### config.mk
export PLATFORM = sky130hd
export DESIGN_NAME = sp_mult
export DESIGN_NICKNAME = d
export VERILOG_FILES = /design/src/rtl/sp_mult_pkg.sv /design/src/rtl/sp_mult_ctrl.sv /design/src/rtl/sp_mult_cell.sv /design/src/rtl/sp_mult_row.sv /design/src/rtl/sp_mult.sv
export SDC_FILE = /design/constraint.sdc
export NUM_CORES = 1
export LEC_CHECK = 0
export ABC_AREA = 1
export BUFFER_PORTS_ARGS = -buffer_cell sky130_fd_sc_hd__buf_2
export CORE_MARGIN = 1
export CORE_UTILIZATION = 50
export DETAILED_ROUTE_END_ITERATION = 8
export PLACE_DENSITY = 0.77
export SYNTH_ARGS = -nofsm -noshare
export SYNTH_HDL_FRONTEND = slang
export SYNTH_SLANG_ARGS = --single-unit
### constraint.sdc
create_clock -name clk_i -period 1.5 [get_ports clk_i]
set_input_delay 0.15 -clock clk_i [delete_from_list [all_inputs] [get_ports clk_i]]
set_output_delay 0.15 -clock clk_i [all_outputs]
set_load 0.01 [all_outputs]
### src/rtl/sp_mult_pkg.sv
package sp_mult_pkg;
  typedef enum logic {PH_IDLE = 1'b0, PH_RUN = 1'b1} phase_e;

  // full add: {carry, sum}
  function automatic logic [1:0] fa3(input logic x, input logic y, input logic z);
    return {(x & y) | (y & z) | (x & z), x ^ y ^ z};
  endfunction
endpackage

### src/rtl/sp_mult_ctrl.sv
module sp_mult_ctrl
  import sp_mult_pkg::*;
#(
  parameter int A_W = 8,
  parameter int B_W = 8
) (
  input  logic clk_i,
  input  logic rst_ni,
  input  logic start_i,
  output logic run_o,
  output logic feed_o,
  output logic last_o
);
  localparam int TOT = A_W + B_W;
  localparam int CW  = $clog2(TOT + 1);

  phase_e        phase_q;
  logic [CW-1:0] cnt_q;

  assign run_o  = (phase_q == PH_RUN);
  assign feed_o = run_o && (cnt_q < CW'(B_W));
  assign last_o = run_o && (cnt_q == CW'(TOT - 1));

  always_ff @(posedge clk_i or negedge rst_ni) begin
    if (!rst_ni) begin
      phase_q <= PH_IDLE;
      cnt_q   <= '0;
    end else if (start_i) begin
      phase_q <= PH_RUN;
      cnt_q   <= '0;
    end else if (run_o) begin
      if (last_o) phase_q <= PH_IDLE;
      cnt_q <= cnt_q + CW'(1);
    end
  end
endmodule

### src/rtl/sp_mult_cell.sv
module sp_mult_cell
  import sp_mult_pkg::*;
(
  input  logic clk_i,
  input  logic rst_ni,
  input  logic clr_i,
  input  logic en_i,
  input  logic pp_i,
  input  logic sum_up_i,
  output logic sum_o
);
  logic       s_q, c_q;
  logic [1:0] add;

  assign add   = fa3(pp_i, s_q, c_q);
  assign sum_o = add[0];

  // sum moves one column down, carry stays (its weight drops with the shift)
  always_ff @(posedge clk_i or negedge rst_ni) begin
    if (!rst_ni) begin
      s_q <= 1'b0;
      c_q <= 1'b0;
    end else if (clr_i) begin
      s_q <= 1'b0;
      c_q <= 1'b0;
    end else if (en_i) begin
      s_q <= sum_up_i;
      c_q <= add[1];
    end
  end
endmodule

### src/rtl/sp_mult_row.sv
module sp_mult_row #(
  parameter int A_W = 8
) (
  input  logic           clk_i,
  input  logic           rst_ni,
  input  logic           clr_i,
  input  logic           en_i,
  input  logic [A_W-1:0] pp_i,
  output logic           col_o
);
  logic [A_W:0] sum_w;

  assign sum_w[A_W] = 1'b0;
  assign col_o      = sum_w[0];

  for (genvar j = 0; j < A_W; j++) begin : g_cell
    sp_mult_cell u_cell (
      .clk_i    (clk_i),
      .rst_ni   (rst_ni),
      .clr_i    (clr_i),
      .en_i     (en_i),
      .pp_i     (pp_i[j]),
      .sum_up_i (sum_w[j+1]),
      .sum_o    (sum_w[j])
    );
  end
endmodule

### src/rtl/sp_mult.sv
module sp_mult #(
  parameter int A_W = 8,
  parameter int B_W = 8
) (
  input  logic               clk_i,
  input  logic               rst_ni,
  input  logic               start_i,
  input  logic [A_W-1:0]     mcand_i,
  input  logic               ser_bit_i,
  output logic               prod_bit_o,
  output logic [A_W+B_W-1:0] prod_o,
  output logic               valid_o
);
  localparam int W = A_W + B_W;

  logic           run, feed, last, col;
  logic [A_W-1:0] mcand_q, pp;
  logic [W-1:0]   prod_q;
  logic           bit_q, valid_q;

  sp_mult_ctrl #(.A_W(A_W), .B_W(B_W)) u_ctrl (
    .clk_i   (clk_i),
    .rst_ni  (rst_ni),
    .start_i (start_i),
    .run_o   (run),
    .feed_o  (feed),
    .last_o  (last)
  );

  assign pp = mcand_q & {A_W{feed & ser_bit_i}};

  sp_mult_row #(.A_W(A_W)) u_row (
    .clk_i  (clk_i),
    .rst_ni (rst_ni),
    .clr_i  (start_i),
    .en_i   (run),
    .pp_i   (pp),
    .col_o  (col)
  );

  always_ff @(posedge clk_i or negedge rst_ni) begin
    if (!rst_ni) begin
      mcand_q <= '0;
      prod_q  <= '0;
      bit_q   <= 1'b0;
      valid_q <= 1'b0;
    end else begin
      valid_q <= run & last & ~start_i;
      if (start_i) begin
        mcand_q <= mcand_i;
        prod_q  <= '0;
        bit_q   <= 1'b0;
      end else if (run) begin
        prod_q <= {col, prod_q[W-1:1]};
        bit_q  <= col;
      end
    end
  end

  assign prod_o     = prod_q;
  assign prod_bit_o = bit_q;
  assign valid_o    = valid_q;
endmodule

-- Word level (Yosys, flattened, before mapping)
Index checks and enable logic that the tools add are counted.
- output and inout bits: 18
- register bits: 48
- logic and storage cells: 130
- input bits: 12
- $lt $le $gt $ge: 1
- bitwise logic cells: 61
- mux-type cells: 41
- add/sub/neg operators: 1
- equality and inequality tests: 1
- reductions and logical operators: 3
- operator list (cell ; number):
    $mux 1 ; 37
    $mux 16 ; 2
    $and 1x1->1 ; 27
    $or 1x1->1 ; 16
    $xor 1x1->1 ; 16
    $mux 5 ; 2
    $and 8x8->8 ; 1
    $add 5x1->5 const B ; 1
    $eq 5x4->1 const B ; 1
    $lt 5x4->1 const B ; 1
    $logic_and 1x1->1 ; 2
    $reduce_bool 2->1 ; 1
    $not 1->1 ; 1

-- Depth between registers and ports, before layout
- depth in word-level cells: 9
- mapped depth: 6
- gate-level depth less buffers: 5

-- Modules after synthesis
From an unflattened synthesis, not the netlist that was laid out.
- cell total of the unflattened synthesis: 241
- area total of the unflattened synthesis: 2208.4 µm²
- by module, submodules not included (module ; cells an instance ; seq. area each (µm²) ; instances ; area each (µm²)):
    sp_mult ; 117 ; 625.6 ; 1 ; 1062.3
    sp_mult_cell ; 11 ; 50.0 ; 8 ; 105.1
    sp_mult_ctrl ; 35 ; 150.1 ; 1 ; 301.5
    sp_mult_row ; 1 ; 0.0 ; 1 ; 3.8

-- Worst setup path before layout
Ideal clock, no wire load.
- path kind: reg-to-reg
- start: register u_ctrl.phase_q, in the netlist u_ctrl.run_o
- end: register prod_q[15], in the netlist prod_o[15]
- period minus slack after synthesis: 1.595 ns
- setup time: 0.125 ns
- arrival time: 1.471 ns
- required time: 1.375 ns
- setup slack: -0.095 ns
- buffers on the path: 1
- cell stages (with the launch flop): 7
- cell sequence: dfrtp_1 > buf_6 > nand2_1 > nor3_4 > nand2_1 > fa_1 > o22ai_1
- cells in the longest elaborated chain, start to end: 7
- elaborated cells between the ends (all ways): 8
- classes of those cells: mux: 2; bitwise: 4; reduce/logical: 2
- ends and longest elaborated chain (element ; line ; text):
    start: declaration ; sp_mult_ctrl.sv:17 ; phase_e phase_q;
    start signal: assignment ; sp_mult_ctrl.sv:26 ; phase_q <= PH_IDLE;
    start signal: assignment ; sp_mult_ctrl.sv:29 ; phase_q <= PH_RUN;
    start signal: assignment ; sp_mult_ctrl.sv:32 ; if (last_o) phase_q <= PH_IDLE;
    $logic_and 1x1->1 ; sp_mult_ctrl.sv:21 ; assign feed_o = run_o && (cnt_q < CW'(B_W));
    $and 1x1->1 ; sp_mult.sv:30 ; assign pp = mcand_q & {A_W{feed & ser_bit_i}};
    $and 8x8->8 ; sp_mult.sv:30 ;
    $xor 1x1->1 (2 in series) ; sp_mult_pkg.sv:6 ; return {(x & y) | (y & z) | (x & z), x ^ y ^ z};
    $mux 16 ; sp_mult.sv:53 ; end else if (run) begin
    $mux 16 ; sp_mult.sv:49 ; if (start_i) begin
    end signal: assignment ; sp_mult.sv:54 ; prod_q <= {col, prod_q[W-1:1]};
    end: declaration ; sp_mult.sv:18 ; logic [W-1:0] prod_q;
Several ways; a longest one is shown, not always the timed one. The select of a mux whose other input is x is not followed.
A chain may end at the register's enable or synchronous reset.

-- Worst setup path after layout
- start: register u_ctrl.cnt_q[4]
- end: register u_row.g_cell[1].u_cell.s_q
- cells in the longest elaborated chain, start to end: 8
- ends and longest elaborated chain (element ; line ; text):
    start: declaration ; sp_mult_ctrl.sv:18 ; logic [CW-1:0] cnt_q;
    start signal: assignment ; sp_mult_ctrl.sv:33 ; cnt_q <= cnt_q + CW'(1);
    $lt 5x4->1 ; sp_mult_ctrl.sv:21 ;
    $logic_and 1x1->1 ; sp_mult_ctrl.sv:21 ;
    $and 1x1->1 ; sp_mult.sv:30 ;
    $and 8x8->8 ; sp_mult.sv:30 ;
    $xor 1x1->1 (2 in series) ; sp_mult_pkg.sv:6 ;
    $mux 1 ; sp_mult_cell.sv:26 ; end else if (en_i) begin
    $mux 1 ; sp_mult_cell.sv:23 ; end else if (clr_i) begin
    end signal: assignment ; sp_mult_cell.sv:27 ; s_q <= sum_up_i;
    end: declaration ; sp_mult_cell.sv:12 ; logic s_q, c_q;
No other way between the ends. The select of a mux whose other input is x is not followed.

==> impl_metrics.py <==
metrics = {
    "clock_network": {
        "numCtsBuffers": 5,
        "cts_sinks": 46,
        "cts_tree": "yes",
        "cts_root_buf": "clkbuf_8",
        "htreeDepth": 2,
        "cts_max_path_buffers": 2,
        "worstSkewPairLatency_ns": 0.30,
        "clkTransAtPathRegs_ns": 0.08,
    },
    "critical_path": {
        "path_cells": "nor3_4 -> buf_6 -> nand2_1 -> fa_1 -> o22ai_1",
        "end_kind": "flip-flop",
        "start_kind": "flip-flop",
        "crit_family": "adder cells",
        "critPathMaxFanout": 6,
        "crit_type": "flip-flop to flip-flop",
        "crit_required_ns": 1.69,
        "crit_buf_inv": 1,
        "crit_path_max_incr_delay_ns": 0.48,
        "cp_slowest_cell": "fa_1",
        "reg2reg_setup_slack_ns": -0.03,
        "worstPathArrival_ns": 1.72,
    },
    "final_layout": {
        "layout-drive-gt1-share": 0.238,
        "num_antenna_cells": 0,
        "nets": 248,
        "stdcell_count": 275,
        "syn_to_final_growth_pct": 17.9,
        "finish.instance_area_mm2": 0.00234,
    },
    "sta": {
        "finalCriticalPeriod_ns": 1.53,
        "maxSlewViolCount": 0,
        "tns_ns": -0.156,
        "hold_slack_ns": 0.0391,
        "hold_viol_final": 0,
        "slew_headroom": 0.724,
        "rsz0062_at_grt": "true",
        "fin_ws_ns": -0.0347,
        "period_share": 1.02,
        "skew_ns": 0.00686,
        "fmax_ghz": 0.652,
        "setup_viol": 6,
        "worstMarginPinSlew_ns": 0.414,
    },
    "outcome": {
        "status": "complete, but fails checks",
        "violations": "negative setup slack",
    },
    "floorplan": {
        "dieArea_mm2": 0.00423,
        "initial_core_util": 0.531,
        "die_height_um": 65.0,
        "num_io_pins": 30,
        "core_mm2": 0.00374,
        "die_w_um": 65.0,
        "rows": 22,
    },
    "global_route": {
        "grt_pass1_wl_um": 6240,
        "grt_max_degree": 32,
        "grt_pass1_vias": 1400,
        "grtUsageTotal": 0.203,
        "grt_overflow": 0,
        "antenna_found_initial": 0,
    },
    "hold_path": {
        "hold_path.class": "input port to flip-flop",
    },
    "route": {
        "wl_per_cell_um": 13.5,
        "met1_length_um": 1690,
        "met3_length_um": 173,
        "dr.pass1.iters": 4,
        "drc": 0,
        "highest_layer": "met4",
        "viasPerCell": 5.16,
        "drt_iter0_markers": 93,
        "route.met2.wl_um": 1750,
        "ant_nets": 0,
        "routed_wl_um": 3710,
        "vias": 1419,
    },
    "power_and_ir_drop": {
        "p_leak_uw": 0.00114,
        "ir_drop_v": 0.000665,
        "powerDensity_mw_per_mm2": 1050,
    },
    "job": {
        "drv_cap": 0,
    },
    "synth": {
        "synthMuxAreaShare": 0,
        "seq_area_frac_synth": 0.579,
        "synth_edf_count": 0,
        "synth_flop_cell": "dfrtp_1",
        "syn_inst": 190,
        "syn_area_mm2": 0.00199,
        "ys_ff_latch": 46,
        "synth-adder-area-share": 0.0894,
        "synth_xor_xnor_area_share": 0,
        "synth_compound_area_frac": 0.109,
        "synth_top_family_by_area": "simple AND/OR/NAND/NOR gates",
        "avgSynthCellArea_um2": 10.5,
        "synth_cell_types": 20,
        "yosysTopAreaCell": "dfrtp_1",
        "yosysWarningCount": 0,
        "yosysTopAreaCellShare": 0.579,
        "syn-num-nets": 212,
        "synth-simple-area-share": 0.122,
        "synth-async-reset-ratio": 1.00,
        "synth_commonest_cells": "dfrtp_1, nand2_1, inv_1, o22ai_1, fa_1",
        "synthTopCellsByArea": "dfrtp_1, o22ai_1, nand2_1",
        "synthMostInstantiatedCell": "dfrtp_1",
    },
    "place": {
        "hpwl_um": 2470,
        "port_buffers": 29,
        "gp_congestion": 0.748,
        "placedInstanceArea_mm2": 0.00221,
        "dp_slack_ns": -0.0845,
        "dp_cells": 264,
    },
}
through the flow:
stage	total power, uW	utilization
6_report	2460	0.626
5_1_grt	2600	0.626
4_1_cts	2480	0.620
3_5_place_dp	1700	0.590
3_3_place_gp	1680	0.590
2_1_floorplan	1590	-
power by group:
part	switching [uW]	internal (uW)
registers	50.2	1320
logic	186	126
clock network	407	372
total	643	1820
logic make-up (layout without fill, tap and decap cells):
kind of cell,Yosys count,after routing
simple gates,53,53
flops,46,46
compound gates,36,36
buf+inv,45,82
fa+ha+maj,10,10
cell usage in the layout, fill, tap and decap left out, types with 2 or more instances in the layout:
cell type / netlist / layout
nor2_1: 4 / 4
dfrtp_1: 46 / 46
nand3_1: 5 / 5
a21oi_1: 4 / 4
o22ai_1: 29 / 28
buf_4: 5 / 6
buf_2: 4 / 29
clkbuf_8: 0 / 6
fa_1: 7 / 7
nand2_1: 39 / 37
inv_2: 2 / 2
nand2_2: 1 / 2
o21ai_0: 2 / 2
inv_1: 33 / 33
buf_12: 0 / 2
ha_1: 3 / 3
layout make-up:
class	instances	area [um^2]
Clock inverter	1	5.00
Tap cell	48	60.1
Timing Repair Buffer	39	251
Inverter	35	131
Fill cell	340	1400
Sequential cell	46	1150
Multi-Input combinational cell	99	658
Clock buffer	7	86.3
sequential cells by signal, indices dropped and copies added, names as in the netlist:
signal / flops
u_ctrl.run_o: 1
u_row.g_cell.u_cell.s_q: 7
u_ctrl.cnt_q: 5
prod_o: 16
valid_o: 1
mcand_q: 8
u_row.g_cell.u_cell.c_q: 8
worst register-to-register path, stage by stage (launching register included):
cell     delay [ns]
dfrtp_1        0.42
nor3_4         0.22
buf_6          0.14
nand2_1        0.07
fa_1           0.48
o22ai_1        0.08
layer usage:
metal,up-vias,global-route usage
li1,678,-
met1,694,0.249
met2,38,0.333
met3,9,0.0599
met4,0,0.0897
met5,-,0
final timing paths:
path	startpoint	endpoint	depth (start not counted)
setup / recovery	u_ctrl.cnt_q[4]$_DFFE_PN0P_	u_row.g_cell[1].u_cell.s_q$_DFFE_PN0P_	5
hold / removal	mcand_i[5]	mcand_q[5]$_DFFE_PN0P_	3
setup reg to reg	u_ctrl.cnt_q[4]$_DFFE_PN0P_	u_row.g_cell[1].u_cell.s_q$_DFFE_PN0P_	5
hold reg to reg	u_row.g_cell[7].u_cell.c_q$_DFFE_PN0P_	u_row.g_cell[7].u_cell.c_q$_DFFE_PN0P_	2
max in group asynchronous	rst_ni	u_ctrl.cnt_q[1]$_DFFE_PN0P_	3
min in group asynchronous	rst_ni	prod_o[3]$_DFFE_PN0P_	2
what timing repair did:
item,CTS,global route
endpoints found under the hold margin,17,0
cloned,0,0
setup buffers,1,1
endpoints found under the setup margin,12,15
pin swaps,5,7
gates resized for setup,1,3
hold buffers,1,0
(Power assumes the default switching activity.)
